### config.mk
export PLATFORM = sky130hd
export DESIGN_NAME = uart_irq_ident
export DESIGN_NICKNAME = d
export VERILOG_FILES = /design/src/rtl/uart_irq_pkg.sv /design/src/rtl/uart_irq_ctrl.sv /design/src/rtl/uart_irq_sticky.sv /design/src/rtl/uart_irq_timeout.sv /design/src/rtl/uart_irq_datapath.sv /design/src/rtl/uart_irq_ident.sv
export SDC_FILE = /design/constraint.sdc
export NUM_CORES = 1
export LEC_CHECK = 0
export BUFFER_PORTS_ARGS = -buffer_cell sky130_fd_sc_hd__buf_2
export CAP_MARGIN = 10
export CORE_MARGIN = 5
export CORE_UTILIZATION = 38
export DETAILED_ROUTE_END_ITERATION = 6
export GPL_TIMING_DRIVEN = 1
export PLACE_DENSITY = 0.73
export SYNTH_ARGS = -nofsm -noshare
export SYNTH_HDL_FRONTEND = slang
export SYNTH_SLANG_ARGS = --single-unit
export TNS_END_PERCENT = 5
### constraint.sdc
create_clock -name clk -period 1.1 [get_ports clk]
set_input_delay 0.22 -clock clk [delete_from_list [all_inputs] [get_ports clk]]
set_output_delay 0.22 -clock clk [all_outputs]
set_load 0.02 [all_outputs]
### src/rtl/uart_irq_pkg.sv
package uart_irq_pkg;

  typedef enum logic [3:0] {
    ID_MODEM   = 4'b0000,
    ID_NONE    = 4'b0001,
    ID_TX      = 4'b0010,
    ID_RXDATA  = 4'b0100,
    ID_LINE    = 4'b0110,
    ID_BUSY    = 4'b0111,
    ID_TIMEOUT = 4'b1100
  } irq_id_e;

  // decoded register accesses passed from control to datapath
  typedef struct packed {
    logic rdRxBuf;
    logic wrTxHold;
    logic rdIdent;
    logic wrLineCtl;
    logic rdLineStat;
    logic rdModemStat;
    logic rdUartStat;
  } acc_strobe_t;

  localparam int SEL_DATA  = 0;
  localparam int SEL_IDENT = 2;
  localparam int SEL_LCTL  = 3;
  localparam int SEL_LSTAT = 5;
  localparam int SEL_MSTAT = 6;
  localparam int SEL_USTAT = 7;

  localparam int EN_RX    = 0;
  localparam int EN_TX    = 1;
  localparam int EN_LINE  = 2;
  localparam int EN_MODEM = 3;

endpackage

### src/rtl/uart_irq_ctrl.sv
module uart_irq_ctrl
  import uart_irq_pkg::*;
#(
  parameter int SEL_W = 3
) (
  input  logic             busRead,
  input  logic             busWrite,
  input  logic [SEL_W-1:0] regSel,
  output acc_strobe_t      strb
);

  localparam logic [SEL_W-1:0] S_DATA  = SEL_W'(SEL_DATA);
  localparam logic [SEL_W-1:0] S_IDENT = SEL_W'(SEL_IDENT);
  localparam logic [SEL_W-1:0] S_LCTL  = SEL_W'(SEL_LCTL);
  localparam logic [SEL_W-1:0] S_LSTAT = SEL_W'(SEL_LSTAT);
  localparam logic [SEL_W-1:0] S_MSTAT = SEL_W'(SEL_MSTAT);
  localparam logic [SEL_W-1:0] S_USTAT = SEL_W'(SEL_USTAT);

  always_comb begin
    strb             = '0;
    strb.rdRxBuf     = busRead  && (regSel == S_DATA);
    strb.wrTxHold    = busWrite && (regSel == S_DATA);
    strb.rdIdent     = busRead  && (regSel == S_IDENT);
    strb.wrLineCtl   = busWrite && (regSel == S_LCTL);
    strb.rdLineStat  = busRead  && (regSel == S_LSTAT);
    strb.rdModemStat = busRead  && (regSel == S_MSTAT);
    strb.rdUartStat  = busRead  && (regSel == S_USTAT);
  end

endmodule

### src/rtl/uart_irq_sticky.sv
module uart_irq_sticky (
  input  logic clk,
  input  logic rst_n,
  input  logic setIn,
  input  logic clrIn,
  output logic q
);

  // a new event in the clearing cycle wins over the clear
  always_ff @(posedge clk) begin
    if (!rst_n) q <= 1'b0;
    else        q <= setIn | (q & ~clrIn);
  end

endmodule

### src/rtl/uart_irq_timeout.sv
module uart_irq_timeout #(
  parameter int CHARS = 4
) (
  input  logic clk,
  input  logic rst_n,
  input  logic active,
  input  logic restart,
  input  logic charTick,
  input  logic clr,
  output logic flag
);

  localparam int CW = $clog2(CHARS + 1);
  localparam logic [CW-1:0] LAST = CW'(CHARS - 1);
  localparam logic [CW-1:0] FULL = CW'(CHARS);

  logic [CW-1:0] cnt;
  logic          hit;

  assign hit = active & ~restart & charTick & (cnt == LAST);

  always_ff @(posedge clk) begin
    if (!rst_n) begin
      cnt  <= '0;
      flag <= 1'b0;
    end else begin
      if (restart || !active)          cnt <= '0;
      else if (charTick && cnt != FULL) cnt <= cnt + 1'b1;
      flag <= hit | (flag & ~clr);
    end
  end

  // the timeout only appears on a character tick
  assert_timeout_on_tick_R5: assert property (@(posedge clk) disable iff (!rst_n)
    $rose(flag) |-> $past(charTick));

  // the period count never runs past its limit
  assert_count_bound_R5: assert property (@(posedge clk) disable iff (!rst_n)
    cnt <= FULL);

endmodule

### src/rtl/uart_irq_datapath.sv
module uart_irq_datapath
  import uart_irq_pkg::*;
#(
  parameter int LINE_ERR_W    = 4,
  parameter int MODEM_W       = 4,
  parameter int TIMEOUT_CHARS = 4
) (
  input  logic                  clk,
  input  logic                  rst_n,
  input  acc_strobe_t           strb,
  input  logic [3:0]            irqEnable,
  input  logic                  fifoEnable,
  input  logic                  txThreshMode,
  input  logic [LINE_ERR_W-1:0] lineErrors,
  input  logic                  rxPush,
  input  logic                  rxPop,
  input  logic                  rxNotEmpty,
  input  logic                  rxAtTrigger,
  input  logic                  charTick,
  input  logic                  txEmpty,
  input  logic                  txAtThresh,
  input  logic [MODEM_W-1:0]    modemDelta,
  input  logic                  uartBusy,
  output logic [3:0]            irqId
);

  localparam int SRC_LINE  = 0;
  localparam int SRC_RXD   = 1;
  localparam int SRC_TX    = 2;
  localparam int SRC_MODEM = 3;
  localparam int SRC_BUSY  = 4;
  localparam int NSRC      = 5;

  logic [NSRC-1:0] setVec;
  logic [NSRC-1:0] clrVec;
  logic [NSRC-1:0] held;
  logic            txEmptyQ;
  logic            toFlag;
  logic            txRise;
  logic            reportedTx;
  irq_id_e         idSel;

  always_ff @(posedge clk) begin
    if (!rst_n) txEmptyQ <= 1'b1;
    else        txEmptyQ <= txEmpty;
  end

  assign txRise     = txEmpty & ~txEmptyQ;
  assign reportedTx = (idSel == ID_TX);

  always_comb begin
    setVec[SRC_LINE]  = |lineErrors;
    clrVec[SRC_LINE]  = strb.rdLineStat;
    setVec[SRC_RXD]   = rxPush & ~fifoEnable;
    clrVec[SRC_RXD]   = strb.rdRxBuf;
    setVec[SRC_TX]    = txRise;
    clrVec[SRC_TX]    = strb.wrTxHold | (strb.rdIdent & reportedTx);
    setVec[SRC_MODEM] = |modemDelta;
    clrVec[SRC_MODEM] = strb.rdModemStat;
    setVec[SRC_BUSY]  = strb.wrLineCtl & uartBusy;
    clrVec[SRC_BUSY]  = strb.rdUartStat;
  end

  for (genvar g = 0; g < NSRC; g++) begin : gSrc
    uart_irq_sticky u_src (
      .clk   (clk),
      .rst_n (rst_n),
      .setIn (setVec[g]),
      .clrIn (clrVec[g]),
      .q     (held[g])
    );
  end

  uart_irq_timeout #(.CHARS(TIMEOUT_CHARS)) u_timeout (
    .clk      (clk),
    .rst_n    (rst_n),
    .active   (fifoEnable & rxNotEmpty),
    .restart  (rxPush | rxPop),
    .charTick (charTick),
    .clr      (strb.rdRxBuf),
    .flag     (toFlag)
  );

  logic lineP, toP, rxdP, txP, modP, busyP;

  always_comb begin
    lineP = held[SRC_LINE] & irqEnable[EN_LINE];
    toP   = toFlag & irqEnable[EN_RX];
    rxdP  = (fifoEnable ? rxAtTrigger : held[SRC_RXD]) & irqEnable[EN_RX];
    txP   = ((fifoEnable & txThreshMode) ? txAtThresh : held[SRC_TX]) & irqEnable[EN_TX];
    modP  = held[SRC_MODEM] & irqEnable[EN_MODEM];
    busyP = held[SRC_BUSY];
  end

  always_comb begin
    if      (lineP) idSel = ID_LINE;
    else if (toP)   idSel = ID_TIMEOUT;
    else if (rxdP)  idSel = ID_RXDATA;
    else if (txP)   idSel = ID_TX;
    else if (modP)  idSel = ID_MODEM;
    else if (busyP) idSel = ID_BUSY;
    else            idSel = ID_NONE;
  end

  assign irqId = idSel;

  // a line error stays latched until the line status read
  assert_line_sticky_R3: assert property (@(posedge clk) disable iff (!rst_n)
    held[SRC_LINE] && !strb.rdLineStat |=> held[SRC_LINE]);

  // a control write while busy always latches busy detect
  assert_busy_set_R9: assert property (@(posedge clk) disable iff (!rst_n)
    strb.wrLineCtl && uartBusy |=> held[SRC_BUSY]);

  // a holding register write removes the transmitter source
  assert_tx_write_clear_R6: assert property (@(posedge clk) disable iff (!rst_n)
    strb.wrTxHold && !txRise |=> !held[SRC_TX]);

  // a modem status read removes the modem source
  assert_modem_clear_R8: assert property (@(posedge clk) disable iff (!rst_n)
    strb.rdModemStat && !(|modemDelta) |=> !held[SRC_MODEM]);

endmodule

### src/rtl/uart_irq_ident.sv
module uart_irq_ident
  import uart_irq_pkg::*;
#(
  parameter int SEL_W         = 3,
  parameter int LINE_ERR_W    = 4,
  parameter int MODEM_W       = 4,
  parameter int TIMEOUT_CHARS = 4
) (
  input  logic                  clk,
  input  logic                  rst_n,
  input  logic                  busRead,
  input  logic                  busWrite,
  input  logic [SEL_W-1:0]      regSel,
  input  logic [3:0]            irqEnable,
  input  logic                  fifoEnable,
  input  logic                  txThreshMode,
  input  logic [LINE_ERR_W-1:0] lineErrors,
  input  logic                  rxPush,
  input  logic                  rxPop,
  input  logic                  rxNotEmpty,
  input  logic                  rxAtTrigger,
  input  logic                  charTick,
  input  logic                  txEmpty,
  input  logic                  txAtThresh,
  input  logic [MODEM_W-1:0]    modemDelta,
  input  logic                  uartBusy,
  output logic [3:0]            irqId,
  output logic                  irqOut
);

  acc_strobe_t strb;

  uart_irq_ctrl #(.SEL_W(SEL_W)) u_ctrl (
    .busRead  (busRead),
    .busWrite (busWrite),
    .regSel   (regSel),
    .strb     (strb)
  );

  uart_irq_datapath #(
    .LINE_ERR_W    (LINE_ERR_W),
    .MODEM_W       (MODEM_W),
    .TIMEOUT_CHARS (TIMEOUT_CHARS)
  ) u_dp (
    .clk          (clk),
    .rst_n        (rst_n),
    .strb         (strb),
    .irqEnable    (irqEnable),
    .fifoEnable   (fifoEnable),
    .txThreshMode (txThreshMode),
    .lineErrors   (lineErrors),
    .rxPush       (rxPush),
    .rxPop        (rxPop),
    .rxNotEmpty   (rxNotEmpty),
    .rxAtTrigger  (rxAtTrigger),
    .charTick     (charTick),
    .txEmpty      (txEmpty),
    .txAtThresh   (txAtThresh),
    .modemDelta   (modemDelta),
    .uartBusy     (uartBusy),
    .irqId        (irqId)
  );

  assign irqOut = (irqId != ID_NONE);

  // an enabled line error is reported one edge after it arrives
  assert_line_first_R2: assert property (@(posedge clk) disable iff (!rst_n)
    (|lineErrors) && irqEnable[EN_LINE] && $stable(irqEnable) |=> irqId == ID_LINE);

endmodule

# Yosys cells after proc, flatten, opt, wreduce, memory -nomap -nowiden

Cells that the tools add are included.

$add $sub $neg: 1
Eq/ne operators: 9
Multiplexer cells: 8
Bitwise logic cells: 37
Reductions and logical operators: 14

Operators with widths:

| kind                  | number |
|---|---|
| $and A1 B1 Y1         | 20 |
| $mux W4               | 5 |
| $eq A3 B2 Y1 const B  | 3 |
| $eq A3 B3 Y1 const B  | 3 |
| $not A1 Y1            | 9 |
| $logic_and A1 B1 Y1   | 8 |
| $or A1 B1 Y1          | 8 |
| $reduce_or A4 Y1      | 2 |
| $eq A4 B2 Y1 const B  | 1 |
| $ne A4 B1 Y1 const B  | 1 |
| $add A3 B1 Y3 const B | 1 |
| $logic_not A3 Y1      | 1 |
| $mux W3               | 1 |
| $ne A3 B3 Y1 const B  | 1 |
| $mux W1               | 2 |
| $reduce_or A2 Y1      | 1 |
| $logic_not A1 Y1      | 1 |
| $logic_or A1 B1 Y1    | 1 |

Bits in registers: 10
Input bits: 29
Output and inout bits: 5
Logic and storage cells: 77

# Longest topological paths before layout

Depth in word-level cells: 13
Depth in mapped cells: 5
Mapped depth without buffers: 5

# Hierarchy

A second synthesis with hierarchy kept.

Cell total of the unflattened synthesis: 71
Area, all modules: 724.4 um^2

By module, submodules not included:

| module            | instances | cells an instance | area an instance (um^2) | sequential area each (um^2) |
|---|---|---|---|---|
| uart_irq_timeout  | 1         | 23                | 219.0                   | 80.1 |
| uart_irq_datapath | 1         | 25                | 216.5                   | 20.0 |
| uart_irq_sticky   | 5         | 3                 | 41.3                    | 20.0 |
| uart_irq_ctrl     | 1         | 7                 | 72.6                    | 0.0 |
| uart_irq_ident    | 1         | 1                 | 10.0                    | 0.0 |

# Worst setup path before layout

No wires, ideal clock.

Kind: register -> output
Start: register u_dp.gSrc[1].u_src.q
End: output irqId[1]
Arrival: 1.056 ns
Required time: 0.880 ns
Setup slack: -0.176 ns
Cell stages (with the launch flop): 4
Buffers on the path: 0
Path through: dfxtp_1 -> mux2_2 -> o21a_1 -> o21ai_1

Longest elaborated chain between the ends: 5

Ends and longest elaborated chain:

| item                     | RTL line                | source |
|---|---|---|
| start: declaration       | uart_irq_sticky.sv:6    | `output logic q` |
| start signal: assignment | uart_irq_sticky.sv:12   | `else q <= setIn \| (q & ~clrIn);` |
| $mux W1                  | uart_irq_datapath.sv:89 | `rxdP = (fifoEnable ? rxAtTrigger : held[SRC_RXD]) & irqEnable[EN_RX];` |
| $and A1 B1 Y1            | uart_irq_datapath.sv:89 |  |
| $mux W4                  | uart_irq_datapath.sv:98 | `else if (rxdP) idSel = ID_RXDATA;` |
| $mux W4                  | uart_irq_datapath.sv:97 | `else if (toP) idSel = ID_TIMEOUT;` |
| $mux W4                  | uart_irq_datapath.sv:96 | `if (lineP) idSel = ID_LINE;` |
| end: declaration         | uart_irq_ident.sv:27    | `output logic [3:0] irqId,` |

Every way passes these cells.

# Worst setup path after layout

Start: register u_dp.gSrc[1].u_src.q
End: output irqId[0]

Same word-level chain as after synthesis.

==> summary.txt <==
Ant diodes = 0
Fin crit share = 1.42
Utilization after layout = 0.663
Hold WC Path Type = in2reg
Post-Place Cell Area = 920 µm²
Maxcap violations = 0
Vias in the first global route = 752
Sink Count = 10
DRC violations left = 0
Synthesized netlist cell count = 72
Setup WS post-layout = -0.459 ns
Dpl cells = 136
Largest net degree at the start of global routing = 7
Initial antenna violation count = 0
Crit Path Class = reg2out
Vias per Instance = 5.21
Pwr/cell area = 891 nW/µm²
Crit end category = output port
Async SR Flop Fraction = 0
Max Clk Rate = 642 MHz
First drt pass iteration count = 4
HPWL Detailed = 1.53 mm
Final setup violation count = 5
Antenna-violating nets left = 0
CTS clk-pin slew, worst paths = 0.06 ns
Violated checks = setup timing
Total CTS buffers = 3
# port buffers = 33
Finished Layout Cells = 139
Via count = 724
Leakage = 0.479 nW
Postcts setup bufs = 0
Unique masters post-synth = 32
Outcome = finished with violations
Startpoint Class = register
CTS tree = yes
Die H = 49.9 µm
Die ar. = 2490 µm²
Clock skew = 0.00170 ns
Crit-path max FO = 4
Share of cells above drive strength 1 = 0.537
Area growth, synth to finish = 64.9%
Clock tree root buffer cell = clkbuf_4
Wire per inst = 12.7 µm
EDFF count, synth = 0
Syn. warnings = 0
Synthesis-stage register bit count = 10
Final #Nets = 157
Final GP Congestion = 0.854
Syn_area_per_cell = 8.41 µm²
Slew HR = 0.750
Core Box Area = 1510 µm²
Seq/Total Area, Yosys = 0.331
First-pass GRT wire length = 3.08 mm
Number of I/O pins = 34
Gr ovfl total = 0
VDD IR max = 0.561 mV
Total GRT Usage = 0.158
Starting DRT DRC Count = 5
Syn Nets = 104
Floorplan row count = 14
Max clock buf depth = 2
Mapped Area = 606 µm²
CTS H-tree lvls = 1
Final Hold Viols = 0
Ys flop type = dfxtp_1
Fin crit period = 1.56 ns
Die Wd = 49.9 µm
Worst EP required = 0.88 ns
Post-Route WL = 1.76 mm
Worst skew pair latency = 0.27 ns
Unrepaired setup endpoints after global routing = yes
Design area = 998 µm²
CP Data Arrival Time = 1.34 ns
Fin. max-slew vios = 0
Initial Utilization = 0.402
Worst-Margin Slew = 0.370 ns
[logic make-up after synthesis]
kind of cell / Yosys count / share of synthesized area
AO/OA/AOI/OAI: 21 / 0.229
XOR/XNOR: 1 / 0.0145
adder cells (fa/ha/maj): 3 / 0.0620
buffers and inverters: 5 / 0.0310
flip-flops: 10 / 0.331
multiplexers: 2 / 0.0351
AND/OR/NAND/NOR: 30 / 0.298
[worst max-delay path, stage by stage, from the launching register on]
cell	delay [ns]
dfxtp_2	0.32
mux2_4	0.29
o21ai_4	0.16
and3_4	0.20
buf_6	0.11
[final timing paths]
check	slack, ns	to	cells past startpoint	start
worst max-delay path	-0.46	irqId[0]	4	u_dp.gSrc[1].u_src.q
worst min-delay path	0.15	u_dp.txEmptyQ	2	txEmpty
worst max register to register	0.01	u_dp.u_timeout.cnt[1]	5	u_dp.u_timeout.cnt[1]
worst min register to register	0.49	u_dp.gSrc[0].u_src.q	2	u_dp.gSrc[0].u_src.q
[synthesized netlist by cell type (2+ instances only)]
| cell | instances | share of area |
|---|---|---|
| inv_1 | 5 | 0.031 |
| o21ai_1 | 2 | 0.017 |
| nand2_1 | 8 | 0.050 |
| and3_1 | 2 | 0.021 |
| nand2b_1 | 2 | 0.021 |
| nor4_1 | 3 | 0.031 |
| nor2b_1 | 2 | 0.021 |
| nand4b_1 | 2 | 0.029 |
| dfxtp_1 | 10 | 0.33 |
| o21ai_0 | 2 | 0.017 |
| a21o_1 | 3 | 0.037 |
| nor2_1 | 4 | 0.025 |
| ha_1 | 3 | 0.062 |
| a21oi_1 | 6 | 0.050 |
[flip-flops by register name, indices dropped and copies added, names as in the netlist]
signal	count
u_dp.u_timeout.flag	1
u_dp.txEmptyQ	1
u_dp.u_timeout.cnt	3
u_dp.gSrc.u_src.q	5
[per-layer routing]
layer  GRT usage  vias to the layer above  share of wire
met5           0                        -              0
met4       0.105                        0          0.032
met1       0.184                      327           0.42
met3      0.0331                        5          0.057
met2       0.256                       21           0.49
li1            -                      371              -
[area by class of cell]
type | instances | area, µm²
inverters | 5 | 18.8
multi-input cells | 57 | 442
well taps | 16 | 20.0
repair buffers | 48 | 290
flip-flops and latches | 10 | 205
clock buffers | 3 | 22.5
fillers | 125 | 508
[power by group]
| group | internal, mW | total [mW] | switching [mW] |
|---|---|---|---|
| registers | 0.375 | 0.383 | 0.00755 |
| logic | 0.141 | 0.257 | 0.116 |
| clock network | 0.126 | 0.250 | 0.123 |
[layout by cell type, fill, tap and decap left out, types with 2 or more instances in the layout]
master     n
buf_2     31
buf_4     15
nand2_1    7
a21oi_1    6
dfxtp_1    6
inv_1      5
nor2_1     4
dfxtp_2    4
a21o_1     3
nor4_1     3
clkbuf_4   3
o21ai_4    2
nand4b_1   2
nor2b_1    2
nand2b_1   2
o21ai_0    2
ha_2       2
buf_6      2
[metrics by stage]
step                worst slack, ns  TNS [ns]  power [mW]  hold slack [ns]
finish                       -0.459     -1.89       0.889            0.146
global placement             -0.311     -1.60       0.613            0.416
floorplan                   -0.0961    -0.404       0.490            0.293
global route                 -0.509     -2.21       0.940            0.162
detailed placement           -0.346     -1.88       0.621            0.426
CTS                          -0.480     -1.98       0.901            0.143
[repair_timing]
action | in CTS | in global routing
gates resized for setup | 14 | 3
hold buffers | 0 | 0
endpoints found under the setup margin | 9 | 10
pin swaps | 5 | 3
No activity file was read; power rests on OpenSTA's default activity.
